File: src/rtl/lq_pkg.sv
package lq_pkg;

    // Flush controller states
    typedef enum logic [0:0] {
        LQ_WATCH = 1'b0,   // no violation pending
        LQ_HOLD  = 1'b1    // flush request raised, waiting for acceptance
    } lq_state_e;

endpackage

File: src/rtl/lq_ptrs.sv
module lq_ptrs #(
    parameter int DEPTH = 8,
    localparam int IDX_W = $clog2(DEPTH),
    localparam int CNT_W = IDX_W + 1
) (
    input  logic             clk,
    input  logic             rst_n,
    input  logic             push,
    input  logic             pop,
    input  logic             cut,
    input  logic [IDX_W-1:0] cut_idx,
    output logic [IDX_W-1:0] head,
    output logic [IDX_W-1:0] tail,
    output logic [CNT_W-1:0] count,
    output logic             full
);

    logic [IDX_W-1:0] head_n;

    always_comb begin
        head_n = head + IDX_W'(pop);
        full   = (count == CNT_W'(DEPTH));
    end

    always_ff @(posedge clk or negedge rst_n) begin
        if (!rst_n) begin
            head  <= '0;
            tail  <= '0;
            count <= '0;
        end else begin
            head <= head_n;
            if (cut) begin
                // tail pulled back to the flushed slot; it and all younger go away
                tail  <= cut_idx;
                count <= {1'b0, IDX_W'(cut_idx - head_n)};
            end else begin
                tail  <= tail + IDX_W'(push);
                count <= count + CNT_W'(push) - CNT_W'(pop);
            end
        end
    end

endmodule

File: src/rtl/lq_cam.sv
module lq_cam #(
    parameter int DEPTH  = 8,
    parameter int ADDR_W = 32,
    parameter int SEQ_W  = 5,
    localparam int IDX_W = $clog2(DEPTH),
    localparam int CNT_W = IDX_W + 1
) (
    input  logic [IDX_W-1:0]              head,
    input  logic [CNT_W-1:0]              count,
    input  logic [DEPTH-1:0][SEQ_W-1:0]   ent_age,
    input  logic [DEPTH-1:0][ADDR_W-1:0]  ent_addr,
    input  logic [DEPTH-1:0]              ent_av,
    input  logic [DEPTH-1:0]              ent_pf,
    input  logic                          perf_valid,
    input  logic [IDX_W-1:0]              perf_idx,
    input  logic                          st_valid,
    input  logic [SEQ_W-1:0]              st_age,
    input  logic [ADDR_W-1:0]             st_addr,
    output logic                          hit,
    output logic [IDX_W-1:0]              hit_idx,
    output logic [SEQ_W-1:0]              hit_age
);

    // a younger than b under modular sequence arithmetic
    function automatic logic is_younger(input logic [SEQ_W-1:0] a, input logic [SEQ_W-1:0] b);
        logic [SEQ_W-1:0] d;
        d = a - b;
        return (d != '0) && !d[SEQ_W-1];
    endfunction

    logic [DEPTH-1:0] occ;
    logic [DEPTH-1:0] match;

    for (genvar g = 0; g < DEPTH; g++) begin : g_cmp
        logic [IDX_W-1:0] rel;
        logic             pf_eff;
        assign rel      = IDX_W'(g) - head;
        assign occ[g]   = ({1'b0, rel} < count);
        assign pf_eff   = ent_pf[g] | (perf_valid && (perf_idx == IDX_W'(g)));
        assign match[g] = st_valid && occ[g] && ent_av[g] && pf_eff
                          && (ent_addr[g] == st_addr)
                          && is_younger(ent_age[g], st_age);
    end

    // oldest match = first set bit walking from the head
    always_comb begin
        logic [IDX_W-1:0] j;
        hit_idx = '0;
        for (int k = DEPTH - 1; k >= 0; k--) begin
            j = head + IDX_W'(k);
            if (match[j]) begin
                hit_idx = j;
            end
        end
        hit     = |match;
        hit_age = ent_age[hit_idx];
    end

endmodule

File: src/rtl/lq_flush_fsm.sv
module lq_flush_fsm
    import lq_pkg::*;
#(
    parameter int DEPTH = 8,
    parameter int SEQ_W = 5,
    localparam int IDX_W = $clog2(DEPTH)
) (
    input  logic             clk,
    input  logic             rst_n,
    input  logic             hit,
    input  logic [SEQ_W-1:0] hit_age,
    input  logic [IDX_W-1:0] hit_idx,
    input  logic             ack,
    output logic             flush_req,
    output logic [SEQ_W-1:0] flush_age,
    output logic [IDX_W-1:0] flush_idx
);

    function automatic logic is_younger(input logic [SEQ_W-1:0] a, input logic [SEQ_W-1:0] b);
        logic [SEQ_W-1:0] d;
        d = a - b;
        return (d != '0) && !d[SEQ_W-1];
    endfunction

    lq_state_e        state_q, state_d;
    logic [SEQ_W-1:0] age_q, age_d;
    logic [IDX_W-1:0] idx_q, idx_d;

    // state register
    always_ff @(posedge clk or negedge rst_n) begin
        if (!rst_n) begin
            state_q <= LQ_WATCH;
            age_q   <= '0;
            idx_q   <= '0;
        end else begin
            state_q <= state_d;
            age_q   <= age_d;
            idx_q   <= idx_d;
        end
    end

    // transitions
    always_comb begin
        state_d = state_q;
        age_d   = age_q;
        idx_d   = idx_q;
        unique case (state_q)
            LQ_WATCH: begin
                if (hit) begin
                    state_d = LQ_HOLD;
                    age_d   = hit_age;
                    idx_d   = hit_idx;
                end
            end
            LQ_HOLD: begin
                if (ack) begin
                    state_d = LQ_WATCH;
                end else if (hit && is_younger(age_q, hit_age)) begin
                    age_d = hit_age;
                    idx_d = hit_idx;
                end
            end
            default: state_d = LQ_WATCH;
        endcase
    end

    // outputs
    always_comb begin
        flush_req = (state_q == LQ_HOLD);
        flush_age = age_q;
        flush_idx = idx_q;
    end

endmodule

File: src/rtl/lq_violation_detect.sv
module lq_violation_detect
    import lq_pkg::*;
#(
    parameter int DEPTH  = 8,
    parameter int ADDR_W = 32,
    parameter int SEQ_W  = 5,
    localparam int IDX_W = $clog2(DEPTH),
    localparam int CNT_W = IDX_W + 1
) (
    input  logic              clk,
    input  logic              rst_n,
    input  logic              alloc_valid,
    input  logic [SEQ_W-1:0]  alloc_age,
    output logic              alloc_ready,
    output logic [IDX_W-1:0]  alloc_idx,
    input  logic              agen_valid,
    input  logic [IDX_W-1:0]  agen_idx,
    input  logic [ADDR_W-1:0] agen_addr,
    input  logic              perf_valid,
    input  logic [IDX_W-1:0]  perf_idx,
    input  logic              st_valid,
    input  logic [SEQ_W-1:0]  st_age,
    input  logic [ADDR_W-1:0] st_addr,
    input  logic              retire_valid,
    input  logic              flush_ack,
    output logic              flush_req,
    output logic [SEQ_W-1:0]  flush_age,
    output logic [IDX_W-1:0]  flush_idx,
    output logic [CNT_W-1:0]  lq_count
);

    logic [DEPTH-1:0][SEQ_W-1:0]  e_age;
    logic [DEPTH-1:0][ADDR_W-1:0] e_addr;
    logic [DEPTH-1:0]             e_av;
    logic [DEPTH-1:0]             e_pf;

    logic [IDX_W-1:0] head, tail;
    logic [CNT_W-1:0] count;
    logic             full;
    logic             push, cut;
    logic             hit;
    logic [IDX_W-1:0] hit_idx;
    logic [SEQ_W-1:0] hit_age;

    always_comb begin
        alloc_ready = !full && !flush_req;
        push        = alloc_valid && alloc_ready;
        cut         = flush_req && flush_ack;
        alloc_idx   = tail;
        lq_count    = count;
    end

    // slot storage
    for (genvar g = 0; g < DEPTH; g++) begin : g_slot
        always_ff @(posedge clk or negedge rst_n) begin
            if (!rst_n) begin
                e_age[g]  <= '0;
                e_addr[g] <= '0;
                e_av[g]   <= 1'b0;
                e_pf[g]   <= 1'b0;
            end else if (push && (tail == IDX_W'(g))) begin
                e_age[g] <= alloc_age;
                e_av[g]  <= 1'b0;
                e_pf[g]  <= 1'b0;
            end else begin
                if (agen_valid && (agen_idx == IDX_W'(g))) begin
                    e_addr[g] <= agen_addr;
                    e_av[g]   <= 1'b1;
                end
                if (perf_valid && (perf_idx == IDX_W'(g))) begin
                    e_pf[g] <= 1'b1;
                end
            end
        end
    end

    lq_ptrs #(.DEPTH(DEPTH)) ptrs_i (
        .clk     (clk),
        .rst_n   (rst_n),
        .push    (push),
        .pop     (retire_valid),
        .cut     (cut),
        .cut_idx (flush_idx),
        .head    (head),
        .tail    (tail),
        .count   (count),
        .full    (full)
    );

    lq_cam #(.DEPTH(DEPTH), .ADDR_W(ADDR_W), .SEQ_W(SEQ_W)) cam_i (
        .head       (head),
        .count      (count),
        .ent_age    (e_age),
        .ent_addr   (e_addr),
        .ent_av     (e_av),
        .ent_pf     (e_pf),
        .perf_valid (perf_valid),
        .perf_idx   (perf_idx),
        .st_valid   (st_valid),
        .st_age     (st_age),
        .st_addr    (st_addr),
        .hit        (hit),
        .hit_idx    (hit_idx),
        .hit_age    (hit_age)
    );

    lq_flush_fsm #(.DEPTH(DEPTH), .SEQ_W(SEQ_W)) fsm_i (
        .clk       (clk),
        .rst_n     (rst_n),
        .hit       (hit),
        .hit_age   (hit_age),
        .hit_idx   (hit_idx),
        .ack       (flush_ack),
        .flush_req (flush_req),
        .flush_age (flush_age),
        .flush_idx (flush_idx)
    );

endmodule

File: config.mk
export PLATFORM = sky130hd
export DESIGN_NAME = lq_violation_detect
export DESIGN_NICKNAME = d
export VERILOG_FILES = /design/src/rtl/lq_pkg.sv /design/src/rtl/lq_ptrs.sv /design/src/rtl/lq_cam.sv /design/src/rtl/lq_flush_fsm.sv /design/src/rtl/lq_violation_detect.sv
export SDC_FILE = /design/constraint.sdc
export NUM_CORES = 1
export LEC_CHECK = 0
export BUFFER_PORTS_ARGS = -buffer_cell sky130_fd_sc_hd__clkbuf_2
export CAP_MARGIN = 0
export CORE_ASPECT_RATIO = 1.5
export CORE_MARGIN = 2
export CORE_UTILIZATION = 60
export DETAILED_ROUTE_END_ITERATION = 16
export MAX_ROUTING_LAYER = met4
export PLACE_DENSITY = 0.76
export SYNTH_ARGS = -nofsm -noshare
export SYNTH_HDL_FRONTEND = slang
export SYNTH_SLANG_ARGS = --single-unit
export TNS_END_PERCENT = 100
File: constraint.sdc
create_clock -name clk -period 9.2 [get_ports clk]
set_input_delay 0.92 -clock clk [delete_from_list [all_inputs] [get_ports clk]]
set_output_delay 0.92 -clock clk [all_outputs]
set_load 0.05 [all_outputs]
==> flow_summary.ini <==
[run_status]
status = completed

[final_layout]
drive_gt1_share_pct = 27.62
syn_to_final_growth_pct = 9.460
finish.utilization_pct = 66.47
fin_nets = 2110
layout_common_cells = 331 x dfrtp_1, 290 x mux2_2, 190 x xnor2_1
final_common_cell = dfrtp_1
diodes = 0
fill_cells = 2608

[logic_synthesis]
ys.flop_type = dfrtp_1
yosysWarnings = 0
seq_area_frac_synth_pct = 40.04
synth-async-reset-ratio_pct = 100.0
synth-seq-cells = 331
syn_avg_cell_area_sq_um = 10.96
synth_edf_count = 0
synthesis.area_sq_um = 20690
ys_types = 111
syn-num-nets = 2037
synth_cells = 1887

[route]
drc_errors = 0
final_antenna_net_count = 0
viasPerCell = 6.864
drtPass1Iterations = 5
routed_wl_um = 76120
drtIter0Drc = 1380
routedWlPerCell_um = 31.60
route.vias.total = 16536

[sta]
min_period_over_period_pct = 89.79
timing.final.hold_violations = 0
finalSetupViolCount = 0
min_period_ps = 8261
slew_violations = 0
clock_skew_ps = 29.29
rsz0062_at_grt = false
worstMarginPinSlew_ps = 1255
slew_headroom_pct = 15.71
finalSetupTns_ps = 0
max_freq_mhz = 121.1

[flow_run]
cap_violations = 0

[clock_tree]
clockBufferDepth = 3
numCtsBuffers = 34
cts_resized = 0
htreeDepth = 2
cts_tree = yes
clock_latency_ps = 550
clk_pin_slew_worst_paths_ps = 60
cts_sinks = 331
root_buffer = clkbuf_16
post_cts_buffers = 0
cts_hold_buf = 0

[worst_setup_path]
crit_start = ptrs_i.head[2]
critical_path.endpoint_type = register
path_max_fanout = 19
arrival_ps = 8680
start_kind = register
r2r_start = ptrs_i.head[2]
required_ps = 9620
path_class = register to register

[die]
dieWidth_um = 155.6
start_util_pct = 60.73
top_level_ports = 105
core_sq_um = 34060
die-area_sq_um = 36010
die_h_um = 231.4
rows = 83

[grt]
antenna_found_initial = 0
grt_max_degree = 124
grt_overflow_total = 0
track_usage_pct = 44.05
grt_pass1_wl_um = 111000
grt_pass1_vias = 16964

[placed_design]
place_congestion = 1.025
hpwl_um = 56940
io_buffers = 104

[power_and_ir_drop]
power_density_nw_per_um2 = 350.0
vdd_drop_max_uv = 180.6
leakagePower_uw = 0.009289

[min_path]
hold_path_class = input port to async pin
==> cell families (layout without fill, tap and decap cells) <==
family	count (synthesis)	count (layout)	synth area share (%)
AOI/OAI and AO/OA	272	272	10.33
DFF	331	331	40.04
adders and majority gates	62	62	3.823
and+or+nand+nor	465	465	12.12
xor gates and xnor gates	283	283	12.09
muxes	328	328	18.18
buffers and inverters	146	243	3.417
==> cell type report <==
class	instances	area, sq um	share of cell area (%)
clock buffers	48	1015	4.481
clock inverters	12	142.6	0.6299
inverters	53	198.9	0.8786
multi-input cells	1410	11750	51.88
flip-flops and latches	331	8283	36.58
well taps	425	531.8	2.348
repair buffers	130	725.7	3.205
==> synthesized netlist by cell type, drive strengths merged, types with 7 or more instances <==
master / instances / share of area, %
nand2: 113 / 2.1
dfrtp: 331 / 40
o2111ai: 7 / 0.33
mux4: 7 / 0.76
or2: 7 / 0.21
mux2: 296 / 16
o2111a: 8 / 0.44
nor2: 78 / 1.4
or3: 9 / 0.30
or4: 9 / 0.34
a2111oi: 16 / 0.86
a21o: 11 / 0.40
nor4: 48 / 1.5
nor2b: 18 / 0.54
o21ai: 43 / 1.0
a211oi: 10 / 0.39
nand3: 32 / 0.80
and2: 7 / 0.21
xor2: 91 / 3.9
inv: 52 / 0.94
mux2i: 25 / 1.2
nand4: 65 / 2.0
clkbuf: 35 / 0.64
a31oi: 11 / 0.47
nor3: 26 / 0.65
o211ai: 19 / 0.69
o21a: 13 / 0.51
nand2b: 16 / 0.48
a221oi: 10 / 0.42
xnor2: 192 / 8.2
buf: 58 / 1.8
a21oi: 45 / 1.2
ha: 60 / 3.6
==> through the flow <==
stage                     instances  cell area (sq um)  hold WS [ps]  power [uW]  worst slack (ps)
after floorplan                1887              20690         464.2        5067              1943
after global placement         2349              21490         479.3        6271              1230
after detailed placement       2349              21490         486.0        6366              1030
after CTS                      2409              22640         501.5        7821              1020
after global routing           2409              22640         517.1        8288             614.3
final                          2409              22640         469.4        7925             939.2
==> worst max-delay path, stage by stage, from the launching register on <==
cell       delay (ps)
dfrtp_1           610
xnor2_1           830
inv_1             360
ha_1              390
a21o_1            160
a31o_2            220
a2111oi_0         780
nand4_1           260
nor3_1            400
or2_2             200
mux4_2            280
a211oi_1           80
a311o_1           380
a21oi_2           230
a21o_1            240
buf_4             300
mux2i_1           220
a21oi_1            90
a21oi_1           240
ha_1              290
a21o_1            210
a21o_1            190
a21oi_1           220
xnor2_1           210
xnor2_2           140
a21oi_4           290
mux2_4            330
==> metal layers <==
| layer | vias up | global-route usage, % | wire length [um] |
|---|---|---|---|
| met5 | - | - | 0 |
| met4 | 0 | 40.54 | 8983 |
| met3 | 377 | 6.301 | 4580 |
| met2 | 826 | 71.82 | 36820 |
| met1 | 8289 | 45.70 | 25730 |
| li1 | 7044 | - | - |
==> sequential cells by signal, indices dropped and copies added (netlist names) <==
| signal | cells |
|---|---|
| fsm_i.flush_idx | 3 |
| fsm_i.flush_req | 1 |
| e_pf | 8 |
| ptrs_i.tail | 3 |
| ptrs_i.head | 3 |
| e_av | 8 |
| fsm_i.flush_age | 5 |
| ptrs_i.count | 4 |
| e_age | 40 |
| e_addr | 256 |
==> final timing paths <==
kind,to,slack [ps],cells past startpoint
setup / recovery,fsm_i.flush_age[0],940,26
hold / removal,e_age[1],470,1
setup reg to reg,fsm_i.flush_age[0],940,26
hold reg to reg,e_av[1],500,1
max in group asynchronous,e_addr[187],7110,2
min in group clk,e_av[1],500,1
==> power by group <==
part           switching, uW  total (uW)  internal (uW)
sequential               433        2390           1950
combinational           2490        4090           1600
clock                    620        1450            833
Power figures use the tool's default switching activity.
